$ cat config.mk
export PLATFORM = sky130hd
export DESIGN_NAME = gtimer_cmp
export DESIGN_NICKNAME = d
export VERILOG_FILES = /design/src/rtl/gtimer_pkg.sv /design/src/rtl/gtimer_divider.sv /design/src/rtl/gtimer_counter.sv /design/src/rtl/gtimer_match.sv /design/src/rtl/gtimer_cmp.sv
export SDC_FILE = /design/constraint.sdc
export NUM_CORES = 1
export LEC_CHECK = 0
export BUFFER_PORTS_ARGS = -buffer_cell sky130_fd_sc_hd__buf_4
export CORE_MARGIN = 1.5
export CORE_UTILIZATION = 60
export CTS_CLUSTER_SIZE = 10
export DETAILED_ROUTE_END_ITERATION = 8
export PLACE_DENSITY = 0.81
export SYNTH_ARGS = -nofsm -noshare
export SYNTH_HDL_FRONTEND = slang
export SYNTH_SLANG_ARGS = --single-unit
$ cat constraint.sdc
create_clock -name clk -period 8.99 [get_ports clk]
set_clock_uncertainty 0.1 [all_clocks]
set_input_delay 0.899 -clock clk [delete_from_list [all_inputs] [get_ports clk]]
set_output_delay 0.899 -clock clk [all_outputs]
set_load 0.05 [all_outputs]
$ cat src/rtl/gtimer_pkg.sv
package gtimer_pkg;
  // word addresses
  localparam int unsigned ADR_CNT_LO = 0;
  localparam int unsigned ADR_CNT_HI = 1;
  localparam int unsigned ADR_CTRL   = 2;
  localparam int unsigned ADR_STAT   = 3;
  localparam int unsigned ADR_CMP_LO = 4;
  localparam int unsigned ADR_CMP_HI = 5;
  localparam int unsigned ADR_STEP   = 6;
  // control field positions
  localparam int unsigned CB_RUN  = 0;
  localparam int unsigned CB_CMP  = 1;
  localparam int unsigned CB_IEN  = 2;
  localparam int unsigned CB_AUTO = 3;
  localparam int unsigned CB_PS   = 8;
endpackage

$ cat src/rtl/gtimer_divider.sv
module gtimer_divider #(
  parameter int unsigned PS_W = 8
) (
  input  logic            clk,
  input  logic            rst_n,
  input  logic            run,
  input  logic [PS_W-1:0] ps,
  output logic            tick
);
  logic [PS_W-1:0] div_q, div_d;

  assign tick = run && (div_q >= ps);

  always_comb begin
    if (!run)      div_d = '0;
    else if (tick) div_d = '0;
    else           div_d = div_q + 1'b1;
  end

  always_ff @(posedge clk or negedge rst_n) begin
    if (!rst_n) div_q <= '0;
    else        div_q <= div_d;
  end
endmodule

$ cat src/rtl/gtimer_counter.sv
module gtimer_counter #(
  parameter int unsigned BUS_W = 32
) (
  input  logic               clk,
  input  logic               rst_n,
  input  logic               tick,
  input  logic               wr_lo,
  input  logic               wr_hi,
  input  logic [BUS_W-1:0]   wdata,
  output logic [2*BUS_W-1:0] cnt
);
  localparam int unsigned CW = 2 * BUS_W;
  logic [CW-1:0] cnt_q, cnt_d;

  always_comb begin
    cnt_d = cnt_q;
    if (wr_lo)      cnt_d = {cnt_q[CW-1:BUS_W], wdata};
    else if (wr_hi) cnt_d = {wdata, cnt_q[BUS_W-1:0]};
    else if (tick)  cnt_d = cnt_q + 1'b1;
  end

  always_ff @(posedge clk or negedge rst_n) begin
    if (!rst_n) cnt_q <= '0;
    else        cnt_q <= cnt_d;
  end

  assign cnt = cnt_q;
endmodule

$ cat src/rtl/gtimer_match.sv
module gtimer_match #(
  parameter int unsigned BUS_W = 32
) (
  input  logic               clk,
  input  logic               rst_n,
  input  logic [2*BUS_W-1:0] cnt,
  input  logic               cmp_en,
  input  logic               auto_en,
  input  logic [BUS_W-1:0]   step,
  input  logic               wr_lo,
  input  logic               wr_hi,
  input  logic [BUS_W-1:0]   wdata,
  output logic [2*BUS_W-1:0] cmp,
  output logic               evt
);
  localparam int unsigned CW = 2 * BUS_W;
  logic [CW-1:0] cmp_q, cmp_d;
  logic          spent_q, spent_d;

  assign evt = cmp_en && !spent_q && (cnt >= cmp_q);

  always_comb begin
    cmp_d = cmp_q;
    if (wr_lo)               cmp_d = {cmp_q[CW-1:BUS_W], wdata};
    else if (wr_hi)          cmp_d = {wdata, cmp_q[BUS_W-1:0]};
    else if (evt && auto_en) cmp_d = cmp_q + {{BUS_W{1'b0}}, step};
  end

  always_comb begin
    spent_d = spent_q;
    if (wr_lo || wr_hi || !cmp_en) spent_d = 1'b0;
    else if (evt && !auto_en)      spent_d = 1'b1;
  end

  always_ff @(posedge clk or negedge rst_n) begin
    if (!rst_n) begin
      cmp_q   <= '0;
      spent_q <= 1'b0;
    end else begin
      cmp_q   <= cmp_d;
      spent_q <= spent_d;
    end
  end

  assign cmp = cmp_q;
endmodule

$ cat src/rtl/gtimer_cmp.sv
module gtimer_cmp
  import gtimer_pkg::*;
#(
  parameter int unsigned BUS_W = 32,
  parameter int unsigned PS_W  = 8,
  parameter int unsigned AW    = 3
) (
  input  logic             clk,
  input  logic             rst_n,
  input  logic             bus_wen,
  input  logic [AW-1:0]    bus_addr,
  input  logic [BUS_W-1:0] bus_wdata,
  output logic [BUS_W-1:0] bus_rdata,
  output logic             irq
);
  localparam int unsigned CW = 2 * BUS_W;

  logic [1:0] rsync_q;
  logic       rst_s_n;

  always_ff @(posedge clk or negedge rst_n) begin
    if (!rst_n) rsync_q <= 2'b00;
    else        rsync_q <= {rsync_q[0], 1'b1};
  end
  assign rst_s_n = rsync_q[1];

  logic wr_cnt_lo, wr_cnt_hi, wr_ctrl, wr_stat, wr_cmp_lo, wr_cmp_hi, wr_step;
  assign wr_cnt_lo = bus_wen && (bus_addr == AW'(ADR_CNT_LO));
  assign wr_cnt_hi = bus_wen && (bus_addr == AW'(ADR_CNT_HI));
  assign wr_ctrl   = bus_wen && (bus_addr == AW'(ADR_CTRL));
  assign wr_stat   = bus_wen && (bus_addr == AW'(ADR_STAT));
  assign wr_cmp_lo = bus_wen && (bus_addr == AW'(ADR_CMP_LO));
  assign wr_cmp_hi = bus_wen && (bus_addr == AW'(ADR_CMP_HI));
  assign wr_step   = bus_wen && (bus_addr == AW'(ADR_STEP));

  logic            run_q, cmp_en_q, ien_q, auto_q, flag_q;
  logic            run_d, cmp_en_d, ien_d, auto_d, flag_d;
  logic [PS_W-1:0] ps_q, ps_d;
  logic [BUS_W-1:0] step_q, step_d;
  logic            tick, evt;
  logic [CW-1:0]   cnt_q, cmp_q;

  always_comb begin
    run_d    = run_q;
    cmp_en_d = cmp_en_q;
    ien_d    = ien_q;
    auto_d   = auto_q;
    ps_d     = ps_q;
    if (wr_ctrl) begin
      run_d    = bus_wdata[CB_RUN];
      cmp_en_d = bus_wdata[CB_CMP];
      ien_d    = bus_wdata[CB_IEN];
      auto_d   = bus_wdata[CB_AUTO];
      ps_d     = bus_wdata[CB_PS +: PS_W];
    end
    step_d = wr_step ? bus_wdata : step_q;
    // a match event outranks a clear in the same cycle
    if (evt)                          flag_d = 1'b1;
    else if (wr_stat && bus_wdata[0]) flag_d = 1'b0;
    else                              flag_d = flag_q;
  end

  always_ff @(posedge clk or negedge rst_s_n) begin
    if (!rst_s_n) begin
      run_q    <= 1'b0;
      cmp_en_q <= 1'b0;
      ien_q    <= 1'b0;
      auto_q   <= 1'b0;
      ps_q     <= '0;
      step_q   <= '0;
      flag_q   <= 1'b0;
    end else begin
      run_q    <= run_d;
      cmp_en_q <= cmp_en_d;
      ien_q    <= ien_d;
      auto_q   <= auto_d;
      ps_q     <= ps_d;
      step_q   <= step_d;
      flag_q   <= flag_d;
    end
  end

  gtimer_divider #(.PS_W(PS_W)) u_div (
    .clk(clk), .rst_n(rst_s_n), .run(run_q), .ps(ps_q), .tick(tick)
  );

  gtimer_counter #(.BUS_W(BUS_W)) u_cnt (
    .clk(clk), .rst_n(rst_s_n), .tick(tick), .wr_lo(wr_cnt_lo),
    .wr_hi(wr_cnt_hi), .wdata(bus_wdata), .cnt(cnt_q)
  );

  gtimer_match #(.BUS_W(BUS_W)) u_match (
    .clk(clk), .rst_n(rst_s_n), .cnt(cnt_q), .cmp_en(cmp_en_q),
    .auto_en(auto_q), .step(step_q), .wr_lo(wr_cmp_lo), .wr_hi(wr_cmp_hi),
    .wdata(bus_wdata), .cmp(cmp_q), .evt(evt)
  );

  logic [BUS_W-1:0] ctrl_rd;
  always_comb begin
    ctrl_rd                = '0;
    ctrl_rd[CB_RUN]        = run_q;
    ctrl_rd[CB_CMP]        = cmp_en_q;
    ctrl_rd[CB_IEN]        = ien_q;
    ctrl_rd[CB_AUTO]       = auto_q;
    ctrl_rd[CB_PS +: PS_W] = ps_q;
  end

  always_comb begin
    bus_rdata = '0;
    case (bus_addr)
      AW'(ADR_CNT_LO): bus_rdata = cnt_q[BUS_W-1:0];
      AW'(ADR_CNT_HI): bus_rdata = cnt_q[CW-1:BUS_W];
      AW'(ADR_CTRL):   bus_rdata = ctrl_rd;
      AW'(ADR_STAT):   bus_rdata = {{(BUS_W-1){1'b0}}, flag_q};
      AW'(ADR_CMP_LO): bus_rdata = cmp_q[BUS_W-1:0];
      AW'(ADR_CMP_HI): bus_rdata = cmp_q[CW-1:BUS_W];
      AW'(ADR_STEP):   bus_rdata = step_q;
      default:         bus_rdata = '0;
    endcase
  end

  assign irq = flag_q && ien_q;
endmodule

==> flow_metrics.tcl <==
set metrics [dict create \
    synth_most_common_cell "nand2_1" \
    clk_root_buffer_cell "clkbuf_16" \
    syn_nets 1855 \
    track_usage 0.4335 \
    first_global_vias 13649 \
    synthCells 1710 \
    fillers 1944 \
    worst_pin_slew_ns 1.261 \
    fin_util 0.6683 \
    vias_per_cell 7.099 \
    synth_top_cells_by_count "190 x nand2_1, 184 x dfrtp_1, 180 x a21oi_1, 113 x nor2_1, 112 x inv_1" \
    cts_num_sinks 184 \
    endpoint_kind "flip-flop" \
    synth_edf_count 0 \
    dpl.hpwl_microns 38090 \
    setup.worst_path.class "reg -> reg" \
    slowest_delay_ns 0.74 \
    r2r_cells 11 \
    path_delay_family "simple AND/OR/NAND/NOR gates" \
    io-pin-count 71 \
    required_ns 9.23 \
    timing.final.ws_setup_ns 4.393 \
    cts_tree "built" \
    ys_seq_elements 184 \
    rsz0062_at_grt "false" \
    cts-resized-gates 0 \
    netlist_area_sq_um 14320 \
    register_area_sq_um 4608 \
    wl_per_cell_microns 25.56 \
    num-nets-final 1876 \
    status "complete, but fails checks" \
    grt_overflow_total 0 \
    crit_top_cell "nand2_1" \
    initial_core_util 0.6103 \
    p_per_area_nw_per_um2 286.1 \
    hold_class "in -> async" \
    rows 56 \
    ys_seq_area_frac 0.3214 \
    fin_crit_ns 4.597 \
    clock_latency_ns 0.45 \
    finalMaxSlewViolations 0 \
    grt_start_max_net_pins 107 \
    final_cell_count_no_fill 2063 \
    htreeDepth 4 \
    crit_chain "inv_1 -> ha_1 -> nand4_2 -> nor4_2 -> nand2_1 -> nor4_1 -> a211oi_2 -> a21boi_1 -> nand2_1 -> or3_1 -> o311ai_1" \
    synth.area.top_cells "dfrtp_1 32%, ha_1 9.3%, a21oi_1 6.3%" \
    crit_slowest_cell "a21boi_1" \
    synth_cell_types 83 \
    synth_top_area_cell "dfrtp_1" \
    ir_worst_vdd_uv 168.5 \
    drc 1 \
    syn_avg_cell_area_sq_um 8.377 \
    io_buffers 70 \
    cts.reportedPaths.clkPinSlew_ns 0.09 \
    multi_input_area_sq_um 8969 \
    tns_ns 0 \
    grt_pass1_wl_microns 80010 \
    dp_cells 2031 \
    crit_arrival_ns 4.84 \
    antenna_found_initial 0 \
    power.leakage_nw 6.819 \
    drt.antenna.violating_nets 0 \
    setup_violations 0 \
    n_antenna_cell 0 \
    totalWireLength_microns 52740 \
    gp_congestion 0.9868 \
    hold_viol 0 \
    crit_buf_inv 1 \
    die_y_microns 157.5 \
    clk_path_buf_depth 2 \
    async_reset_ff_frac 1.000 \
    yosys_warnings 0 \
    cp_max_fo 12 \
    violations "design-rule violations" \
    synth_ff_type "dfrtp_1" \
    area_delta_synth_final_pct 9.503 \
    fp.dieW_microns 157.5 \
    final_layout_size_suffix_gt1_frac 0.1250 \
    cp-start-kind "flip-flop" \
    dr.first_iter.drc_count 2154 \
    period_share 0.5113 \
    dr_total_vias 14646 \
    max_freq_mhz 217.5 \
    die-area_sq_um 24810 \
    slew_headroom 0.1514 \
    first_pass_iters 9 \
    postCtsSetupBuffers 0 \
    worstSetupPathDepth 11 \
    numCtsBuffers 17 \
    core_area_sq_um 23470 \
    place_ws_ns 4.422 \
    hold_buffers 0 \
    yosys.area.top_type_share 0.3214 \
    drv_cap 0 \
    hold_slack_ns 0.1081 \
]
worst paths after layout:
kind                                       from               to  slack [ns]
worst max-delay path            u_match.cmp[46]  u_match.cmp[42]        4.39
min in group clk                     rsync_q[0]       rsync_q[1]        0.26
max in group asynchronous            rsync_q[1]    u_cnt.cnt[23]        6.90
worst min register to register       rsync_q[0]       rsync_q[1]        0.26
worst max register to register  u_match.cmp[46]  u_match.cmp[42]        4.39
worst min-delay path                      rst_n       rsync_q[1]        0.11
cells by family after synthesis:
logic type               count (synthesis)  synth area share
AO/OA/AOI/OAI                          549            0.2421
XOR/XNOR                                43           0.02629
adder cells (fa/ha/maj)                107           0.09398
buffers and inverters                  200           0.05433
flip-flops                             184            0.3214
multiplexers                            80           0.07878
other                                    1         0.0002618
AND/OR/NAND/NOR                        546            0.1828
registers in the layout, summed over array words and instances, names as in the netlist:
register and cells:
u_cnt.cnt 64, ien_q 1, rsync_q 2, u_div.div_q 8, u_match.spent_q 1, step_q 32, ps_q 8, u_match.cmp 64
flag_q 1, run_q 1, auto_q 1, cmp_en_q 1
through the flow:
stage	area (sq um)	total power [mW]
3_5_place_dp	15070	3.600
3_3_place_gp	15070	3.542
4_1_cts	15690	4.397
2_1_floorplan	14330	2.916
5_1_grt	15690	4.738
6_report	15690	4.487
placed cells by master (no fill, tap or decap), types with 10 or more instances in the layout:
| cell type | Yosys | routed |
|---|---|---|
| nand2_1 | 190 | 189 |
| dfrtp_1 | 184 | 183 |
| a21oi_1 | 180 | 180 |
| inv_1 | 112 | 112 |
| nor2_1 | 113 | 110 |
| ha_1 | 106 | 106 |
| o21ai_0 | 94 | 93 |
| buf_4 | 0 | 90 |
| nand3_1 | 61 | 61 |
| o22ai_1 | 56 | 56 |
| mux2_2 | 42 | 42 |
| nand4_1 | 40 | 40 |
| a22oi_1 | 33 | 33 |
| xnor2_1 | 26 | 26 |
| nor3_1 | 26 | 25 |
| and3_1 | 25 | 25 |
| a21o_1 | 24 | 24 |
| mux4_2 | 22 | 22 |
| o211ai_1 | 20 | 20 |
| xor2_1 | 17 | 17 |
| clkbuf_16 | 0 | 17 |
| mux2i_1 | 16 | 16 |
| a31oi_1 | 15 | 15 |
| a211oi_1 | 16 | 15 |
| nor4_1 | 15 | 15 |
| nor2b_1 | 13 | 13 |
| nand2b_1 | 12 | 12 |
| o21ai_1 | 10 | 11 |
| and2_1 | 10 | 10 |
power by group:
part,switching (mW),internal [mW],leakage [nW]
clock,0.396,0.402,0.293
combinational,1.41,0.898,4.32
sequential,0.333,1.05,2.20
metal layers:
metal  wire length (microns)  GRT usage
met1                   19530     0.5643
met2                   22780     0.6520
met3                    6286    0.08370
met4                    4142     0.2978
met5                       0          0
area by class of cell:
type | instances | area share
clock inverter | 14 | 0.01181
multi-input combinational | 1326 | 0.5717
tap | 319 | 0.02544
inverter | 112 | 0.02680
sequential | 184 | 0.2938
timing repair buffer | 90 | 0.04307
clock buffer | 18 | 0.02736
Note: power is estimated with default switching activity, not from simulation.
